===== src/rtl/irq_edge_pkg.sv =====
// Shared types for the pin-selectable edge interrupt source.
// Assumes mode codes are decoded only through mode_hits.
package irq_edge_pkg;

    typedef enum logic [1:0] {
        EDGE_FALL_A = 2'b00,
        EDGE_RISE   = 2'b01,
        EDGE_FALL_B = 2'b10,
        EDGE_ANY    = 2'b11
    } edge_mode_e;

    // Decide whether the observed transition counts under the given mode.
    function automatic logic mode_hits(edge_mode_e m, logic rise, logic fall);
        logic r;
        unique case (m)
            EDGE_FALL_A: r = fall;
            EDGE_RISE:   r = rise;
            EDGE_FALL_B: r = fall;
            EDGE_ANY:    r = rise | fall;
            default:     r = 1'b0;
        endcase
        return r;
    endfunction

endpackage


===== src/rtl/pin_bank_sync.sv =====
// Per-line multi-flop synchronizer for a bank of asynchronous inputs.
// Assumes each line is independent; no cross-line coherence is given.
module pin_bank_sync #(
    parameter int WIDTH  = 32,
    parameter int STAGES = 2
) (
    input  logic             clk,
    input  logic             rst_n,
    input  logic [WIDTH-1:0] async_i,
    output logic [WIDTH-1:0] sync_o
);
    logic [WIDTH-1:0] stage_q [STAGES];

    genvar s;
    generate
        for (s = 0; s < STAGES; s++) begin : g_stage
            if (s == 0) begin : g_first
                // Capture the raw bank into the first flop rank.
                always_ff @(posedge clk) begin
                    if (!rst_n) stage_q[0] <= '0;
                    else        stage_q[0] <= async_i;
                end
            end else begin : g_next
                // Shift the previous rank forward one cycle.
                always_ff @(posedge clk) begin
                    if (!rst_n) stage_q[s] <= '0;
                    else        stage_q[s] <= stage_q[s-1];
                end
            end
        end
    endgenerate

    assign sync_o = stage_q[STAGES-1];
endmodule


===== src/rtl/pin_pick_mux.sv =====
// Selects one line of a bank by index using an AND-OR tree.
// Assumes indices at or above WIDTH select nothing (output 0).
module pin_pick_mux #(
    parameter int WIDTH = 32,
    parameter int SEL_W = 5
) (
    input  logic [WIDTH-1:0] bank_i,
    input  logic [SEL_W-1:0] sel_i,
    output logic             pick_o
);
    logic [WIDTH-1:0] gated;

    genvar i;
    generate
        for (i = 0; i < WIDTH; i++) begin : g_line
            assign gated[i] = bank_i[i] & (sel_i == SEL_W'(i));
        end
    endgenerate

    assign pick_o = |gated;
endmodule


===== src/rtl/edge_qualify.sv =====
// Compares the selected level with its history and emits a registered
// one-cycle request for transitions the mode accepts.
// Assumes reload_i is high exactly in cycles where configuration is written;
// reload_level_i is then the synchronized level of the newly chosen line.
module edge_qualify
    import irq_edge_pkg::*;
(
    input  logic       clk,
    input  logic       rst_n,
    input  logic       level_i,
    input  logic       reload_i,
    input  logic       reload_level_i,
    input  edge_mode_e mode_i,
    input  logic       en_i,
    output logic       irq_o
);
    logic prev_q;
    logic irq_q;
    logic rise;
    logic fall;
    logic hit;

    // Classify the transition between history and current level.
    always_comb begin
        rise = level_i & ~prev_q;
        fall = ~level_i & prev_q;
        hit  = mode_hits(mode_i, rise, fall);
    end

    // Track history; on a write, take it from the newly chosen line.
    always_ff @(posedge clk) begin
        if (!rst_n)        prev_q <= 1'b0;
        else if (reload_i) prev_q <= reload_level_i;
        else               prev_q <= level_i;
    end

    // Register the request, suppressed while disabled or being reconfigured.
    always_ff @(posedge clk) begin
        if (!rst_n) irq_q <= 1'b0;
        else        irq_q <= en_i & hit & ~reload_i;
    end

    assign irq_o = irq_q;

    assert_no_req_after_write_R10: assert property (@(posedge clk) disable iff (!rst_n)
        reload_i |=> !irq_q);

    assert_disabled_quiet_R5: assert property (@(posedge clk) disable iff (!rst_n)
        !en_i |=> !irq_q);

    // Covers R3 as well: both falling codes.
    assert_fall_only_R1: assert property (@(posedge clk) disable iff (!rst_n)
        (irq_q && (mode_i != EDGE_RISE) && (mode_i != EDGE_ANY) && !$past(reload_i, 2))
        |-> (!$past(level_i) && $past(level_i, 2)));

    assert_rise_only_R2: assert property (@(posedge clk) disable iff (!rst_n)
        (irq_q && (mode_i == EDGE_RISE) && !$past(reload_i, 2))
        |-> ($past(level_i) && !$past(level_i, 2)));

    assert_any_edge_R4: assert property (@(posedge clk) disable iff (!rst_n)
        (irq_q && (mode_i == EDGE_ANY) && !$past(reload_i, 2))
        |-> ($past(level_i) != $past(level_i, 2)));
endmodule


===== src/rtl/irq_edge_select.sv =====
// Top: configuration register, per-line synchronizers, line selection and
// edge qualification. Produces one-cycle requests on qualifying transitions.
// Assumes pins_i is asynchronous and cfg_* are synchronous to clk.
module irq_edge_select
    import irq_edge_pkg::*;
#(
    parameter int NUM_PINS    = 32,
    parameter int SYNC_STAGES = 2,
    localparam int SEL_W      = $clog2(NUM_PINS)
) (
    input  logic                clk,
    input  logic                rst_n,
    input  logic [NUM_PINS-1:0] pins_i,
    input  logic                cfg_we,
    input  logic                cfg_en_i,
    input  logic [1:0]          cfg_mode_i,
    input  logic [SEL_W-1:0]    cfg_sel_i,
    output logic                irq_o
);
    logic                en_q;
    edge_mode_e          mode_q;
    logic [SEL_W-1:0]    sel_q;
    logic [NUM_PINS-1:0] synced;
    logic                cur_level;
    logic                new_level;

    // Hold the configuration fields, loaded together on a write.
    always_ff @(posedge clk) begin
        if (!rst_n) begin
            en_q   <= 1'b0;
            mode_q <= EDGE_FALL_A;
            sel_q  <= '0;
        end else if (cfg_we) begin
            en_q   <= cfg_en_i;
            mode_q <= edge_mode_e'(cfg_mode_i);
            sel_q  <= cfg_sel_i;
        end
    end

    pin_bank_sync #(.WIDTH(NUM_PINS), .STAGES(SYNC_STAGES)) u_sync (
        .clk     (clk),
        .rst_n   (rst_n),
        .async_i (pins_i),
        .sync_o  (synced)
    );

    pin_pick_mux #(.WIDTH(NUM_PINS), .SEL_W(SEL_W)) u_pick_cur (
        .bank_i (synced),
        .sel_i  (sel_q),
        .pick_o (cur_level)
    );

    pin_pick_mux #(.WIDTH(NUM_PINS), .SEL_W(SEL_W)) u_pick_new (
        .bank_i (synced),
        .sel_i  (cfg_sel_i),
        .pick_o (new_level)
    );

    edge_qualify u_edge (
        .clk            (clk),
        .rst_n          (rst_n),
        .level_i        (cur_level),
        .reload_i       (cfg_we),
        .reload_level_i (new_level),
        .mode_i         (mode_q),
        .en_i           (en_q),
        .irq_o          (irq_o)
    );

    assert_write_silent_R10: assert property (@(posedge clk) disable iff (!rst_n)
        cfg_we |=> !irq_o);

    assert_write_disable_R5: assert property (@(posedge clk) disable iff (!rst_n)
        (cfg_we && !cfg_en_i) |=> ##1 !irq_o);
endmodule


===== config.mk =====
export PLATFORM = sky130hd
export DESIGN_NAME = irq_edge_select
export DESIGN_NICKNAME = d
export VERILOG_FILES = /design/src/rtl/irq_edge_pkg.sv /design/src/rtl/pin_bank_sync.sv /design/src/rtl/pin_pick_mux.sv /design/src/rtl/edge_qualify.sv /design/src/rtl/irq_edge_select.sv
export SDC_FILE = /design/constraint.sdc
export NUM_CORES = 1
export LEC_CHECK = 0
export BUFFER_PORTS_ARGS = -buffer_cell sky130_fd_sc_hd__clkbuf_2
export CELL_PAD_IN_SITES_DETAIL_PLACEMENT = 1
export CELL_PAD_IN_SITES_GLOBAL_PLACEMENT = 1
export CORE_MARGIN = 4
export CORE_UTILIZATION = 44
export CTS_CLUSTER_SIZE = 30
export DETAILED_ROUTE_END_ITERATION = 12
export PLACE_DENSITY = 0.8
export SETUP_SLACK_MARGIN = 0.05
export SLEW_MARGIN = 20
export SYNTH_ARGS = -nofsm -noshare
export SYNTH_HDL_FRONTEND = slang
export SYNTH_SLANG_ARGS = --single-unit

===== constraint.sdc =====
create_clock -name clk -period 3 [get_ports clk]
set_input_delay 0.6 -clock clk [delete_from_list [all_inputs] [get_ports clk]]
set_output_delay 0.6 -clock clk [all_outputs]
set_load 0.01 [all_outputs]

Word-level counts from Yosys, hierarchy flattened
Memory sizes are Yosys's and may differ from the RTL's.
Cells that the tools add are included.
{ "totals": {"mem_bits_rw": 64, "reg_bits": 10, "elab_cells": 157, "output_inout_bits": 1, "memories": 1} }
{ "op_classes": {"eq_ne": 65, "reduce_logical": 6, "n_bitwise": 74, "muxes": 6} }
{ "memory_table": {"columns": ["memory", "words", "word_bits", "rd", "rd_clocked_by_memory_dff", "write_ports", "line", "source"], "rows": [
  ["u_sync.stage_q", 2, 32, 2, 0, 2, "pin_bank_sync.sv:12", "logic [WIDTH-1:0] stage_q [STAGES];"]
]} }
{ "ops": {"columns": ["op", "n"], "rows": [
  ["$eq 5x5->1 const B", 32],
  ["$eq 5x4->1 const B", 16],
  ["$and 1x1->1", 68],
  ["$mux 32", 2],
  ["$reduce_or 32->1", 2],
  ["$eq 5x3->1 const B", 8],
  ["$eq 5x2->1 const B", 4],
  ["$eq 5x1->1 const B", 2],
  ["$logic_not 5->1", 2],
  ["$eq 2x2->1 const B", 2],
  ["$mux 1", 3],
  ["$not 1->1", 3],
  ["$or 1x1->1", 3],
  ["$pmux 1 s3", 1],
  ["$eq 2x1->1 const B", 1],
  ["$logic_not 2->1", 1],
  ["$reduce_or 2->1", 1]
]} }

Logic depth before layout (Yosys ltp)
{ "depth": {"ltp_word": 9, "ltp_mapped": 11, "ltp_nobuf": 9} }

Hierarchy
Synthesis repeated with hierarchy kept, for this count alone.
{ "unflattened": {"hier_cells": 276, "hier_area_um2": 2919.0} }
{ "modules_own_cells": {"columns": ["mod", "seq_area_each_um2", "cells_each", "n_inst", "area_each_um2"], "rows": [
  ["pin_bank_sync", 1281.2, 134, 1, 1791.7],
  ["pin_pick_mux", 0.0, 52, 2, 351.6],
  ["irq_edge_select", 160.2, 25, 1, 301.5],
  ["edge_qualify", 40.0, 13, 1, 122.6]
]} }

Worst setup path after synthesis
No wires, ideal clock.
{ "synth_path": {"kind": "register to register", "from": "register sel_q[0]", "to": "register u_edge.irq_q (netlist: u_edge.irq_o)", "arrival_time_ps": 2069, "required_ps": 2884, "path_buffers": 0, "setup_time_ps": 116, "path_slack_ps": 814, "stages_incl_launch_ff": 9, "synth_period_minus_slack_ps": 2186, "cell_sequence": "dfxtp_1 -> mux4_2 -> and3_4 -> nor4_2 -> a22oi_2 -> ha_1 -> a21oi_1 -> mux2_2 -> and4_1"} }
{ "synth_between": {"elab_chain_len": 9, "elab_cells_between_ends": 72, "cone_classes": "eq/ne (31); mux (1); bitwise (38); reduce/logical (2)"} }
{ "synth_rtl": {"columns": ["item", "line", "source"], "rows": [
  ["start: declaration", "irq_edge_select.sv:22", "logic [SEL_W-1:0] sel_q;"],
  ["start signal: assignment", "irq_edge_select.sv:36", "sel_q <= cfg_sel_i;"],
  ["$eq 5x1->1 (tied with other cells)", "pin_pick_mux.sv:16", "assign gated[i] = bank_i[i] & (sel_i == SEL_W'(i));"],
  ["$and 1x1->1", "pin_pick_mux.sv:16", null],
  ["$reduce_or 32->1 *", "pin_pick_mux.sv:20", "assign pick_o = |gated;"],
  ["$not 1->1", "edge_qualify.sv:26", "fall = ~level_i & prev_q;"],
  ["$and 1x1->1", "edge_qualify.sv:26", null],
  ["$or 1x1->1", "irq_edge_pkg.sv:19", "EDGE_ANY: r = rise | fall;"],
  ["$pmux 1 s3 *", "irq_edge_pkg.sv:15", "unique case (m)"],
  ["$and 1x1->1 * (2 in a row)", "edge_qualify.sv:40", "else irq_q <= en_i & hit & ~reload_i;"],
  ["end signal: assignment", "edge_qualify.sv:40", null],
  ["end: declaration", "edge_qualify.sv:18", "logic irq_q;"]
]} }
Mark *: on every way between the ends. The rest lies on a longest branch, timed or not.
A chain may end at the register's enable or synchronous reset.

Worst setup path in the final report
Ends and elaborated chain as after synthesis.

==> results by group <==
Synthesis
  – Most common library cells after synthesis: dfxtp_1, and2_1, mux2i_1
  – Yosys warns: 0
  – Count leader, synth: dfxtp_1
  – Post-synthesis cell count: 286
  – Synth area leaders: dfxtp_1, and2_1, mux2i_1
  – Async SR Flop Fraction: 0
  – Synth Area per Inst: 10.4 um2
  – Leading register cell type out of synthesis: dfxtp_1
  – Post-synthesis cell type count: 52
  – Mapped Nets: 331
  – Leading area contributor after synthesis: dfxtp_1
  – Post-synth EDFFs: 0
  – Netlist Area Pre-Place: 2980 um2
  – Sequential area share after synthesis: 0.497
  – Area share of the largest cell type after synthesis: 0.497
  – Seq cells post-synth: 74

Clock network
  – Clk root buf: clkbuf_8
  – Clock Path Buffers: 2
  – H-tree levels: 3
  – Post-CTS sizing: 0
  – Worst-Skew Late Latency: 0.33 ns
  – CTS tree: done
  – Clock tree sinks: 74
  – TritonCTS Buffers: 9
  – Worst-path clk slew: 0.08 ns
  – Post-CTS Setup Bufs: 0
  – Hold_buf cts: 0

Drt
  – DRC Markers: 0
  – Initial DRC count: 114
  – Routed len/inst: 15.3 um
  – Vias per cell: 5.32
  – Routed vias: 2135
  – WL final: 6.12 mm
  – ANT nets after route: 0
  – DRT Pass-1 Iters: 4

Setup path
  – Critical Path Stages: 8
  – Max stage delay on crit path: 0.63 ns
  – Worst EP arrival: 2.88 ns
  – CP Cell Sequence: mux4_2 > and3_4 > nor4_2 > a22oi_2 > ha_1 > a21oi_1 > mux2_2 > and4_1
  – Crit path to: u_edge.irq_o$_SDFF_PN0_
  – Delay-heaviest family, CP: multiplexers
  – CP Class: register to register
  – WP buf/inv: 0
  – Setup crit start: sel_q[0]$_SDFFE_PN0P_
  – R2r endpoint: u_edge.irq_o$_SDFF_PN0_
  – Worst Setup Start Kind: register
  – R2r setup slk: 0.34 ns
  – Worst r2r src: sel_q[0]$_SDFFE_PN0P_
  – Slowest CP cell: dfxtp_1
  – Register-to-Register Path Depth: 8
  – CP max FO: 13
  – Critical Path RT: 3.22 ns
  – CP Capture Type: register

Die
  – Area of the die: 8160 um2
  – Initial core utilization: 0.462
  – I/O pin cnt: 44
  – Core area: 6460 um2
  – Die Span Y: 90.3 um
  – Cell row count: 29
  – Horiz. Die Dim: 90.3 um

Finish
  – Reg area: 1480 um2
  – Core Util, Final: 0.522
  – NumNets Final: 364
  – Layout cells sized above 1: 0.228
  – Fillers: 740
  – Antenna Diode Count: 0
  – Area grow syn2layout: 13.1%
  – Area occupied by multi-input gates: 1350 um2

GRT
  – Gr usage total: 0.157
  – First-pass GRT wire length: 10.4 mm
  – Total grt overflow: 0
  – Pin count of the biggest net entering global routing: 47
  – Antenna violations before repair: 0
  – Vias in the first global route: 2178

STA
  – Pins Over Slew Limit: 0
  – Worst-Margin Slew: 0.633 ns
  – Layout Skew: 0.00828 ns
  – Relative slew slack: 0.578
  – Hold Vio Cnt, Final: 0
  – FMAX: 376 MHz
  – Setup TNS: 0 ns
  – Min Tclk post-route: 2.66 ns
  – Final setup fails: 0
  – Part of the cycle the worst path needs: 0.887
  – RSZ-0062 raised after global routing: false

Placement
  – GP Congestion: 0.805
  – HPWL Detailed: 4.43 mm
  – Port buffer count: 43

Flow run
  – Max Cap Viol: 0

Outcome
  – Status: finished, final reports clean

Power and ir drop
  – P per Cell Area: 581 nW/um2
  – Peak VDD IR: 0.323 mV
  – Pleak: 1.37 nW

Hold path
  – Hold Path Class: register to register
power by group:
| part | internal, mW | total, mW | switching, mW |
|---|---|---|---|
| clock network | 0.387 | 0.741 | 0.354 |
| logic | 0.0828 | 0.157 | 0.0746 |
| registers | 1.03 | 1.06 | 0.0316 |
| total | 1.50 | 1.96 | 0.460 |
how the worst min path moves through the flow:
stage                                startpoint                          endpoint  slack, ns  cells past startpoint
2_1_floorplan   u_sync.stage_q[0][0]$_SDFF_PN0_   u_sync.stage_q[1][0]$_SDFF_PN0_       0.41                      1
3_3_place_gp   u_sync.stage_q[0][27]$_SDFF_PN0_  u_sync.stage_q[1][27]$_SDFF_PN0_       0.42                      1
3_5_place_dp    u_sync.stage_q[0][2]$_SDFF_PN0_   u_sync.stage_q[1][2]$_SDFF_PN0_       0.42                      1
4_1_cts         u_sync.stage_q[0][2]$_SDFF_PN0_   u_sync.stage_q[1][2]$_SDFF_PN0_       0.44                      1
5_1_grt        u_sync.stage_q[0][26]$_SDFF_PN0_  u_sync.stage_q[1][26]$_SDFF_PN0_       0.45                      1
6_report        u_sync.stage_q[0][2]$_SDFF_PN0_   u_sync.stage_q[1][2]$_SDFF_PN0_       0.44                      1
cells by family after synthesis:
logic type / after synthesis / synth area share
AO/OA/AOI/OAI: 33 / 0.0802
multiplexers: 20 / 0.0768
AND/OR/NAND/NOR: 128 / 0.286
adder cells (fa/ha/maj): 2 / 0.00839
buffers and inverters: 29 / 0.0516
flip-flops: 74 / 0.497
cell type report:
cell class | instances | share of cell area
flip-flops and latches | 74 | 0.439
multi-input cells | 183 | 0.399
repair buffers | 45 | 0.0683
clock buffers | 10 | 0.0379
well taps | 77 | 0.0286
clock inverters | 6 | 0.0197
inverters | 6 | 0.00668
cell usage in the layout, fill, tap and decap left out, types with 4 or more instances in the layout:
cell type,instances
nand4b_1,7
a21oi_1,7
clkbuf_8,9
nand3b_1,12
dfxtp_1,74
nor2_1,4
clkbuf_2,43
o21ai_0,4
nor2b_1,9
nand3_1,8
and2_1,64
mux2i_1,15
inv_1,6
a211oi_1,4
sequential cells by signal, summed over array words and instances, names as in the netlist:
signal	flops
en_q	1
mode_q	2
sel_q	5
u_edge.irq_o	1
u_edge.prev_q	1
u_sync.stage_q	64
per-stage QoR:
stage / hold slack (ns) / total power, mW / cells / cell area [um2] / setup slack, ns
finish: 0.437 / 1.96 / 401 / 3370 / 0.340
global route: 0.453 / 2.05 / 401 / 3370 / 0.185
CTS: 0.439 / 1.98 / 401 / 3370 / 0.333
detailed placement: 0.422 / 1.24 / 385 / 3180 / 0.344
global placement: 0.415 / 1.23 / 385 / 3180 / 0.480
floorplan: 0.412 / 1.19 / 286 / 2980 / 0.814
per-layer routing:
| layer | vias up | GRT usage | share of wire |
|---|---|---|---|
| met1 | 1008 | 0.193 | 0.44 |
| met3 | 14 | 0.0417 | 0.057 |
| met5 | - | 0 | 0 |
| met4 | 0 | 0.0625 | 0.021 |
| met2 | 58 | 0.261 | 0.49 |
| li1 | 1055 | - | - |
Power figures use the tool's default switching activity.
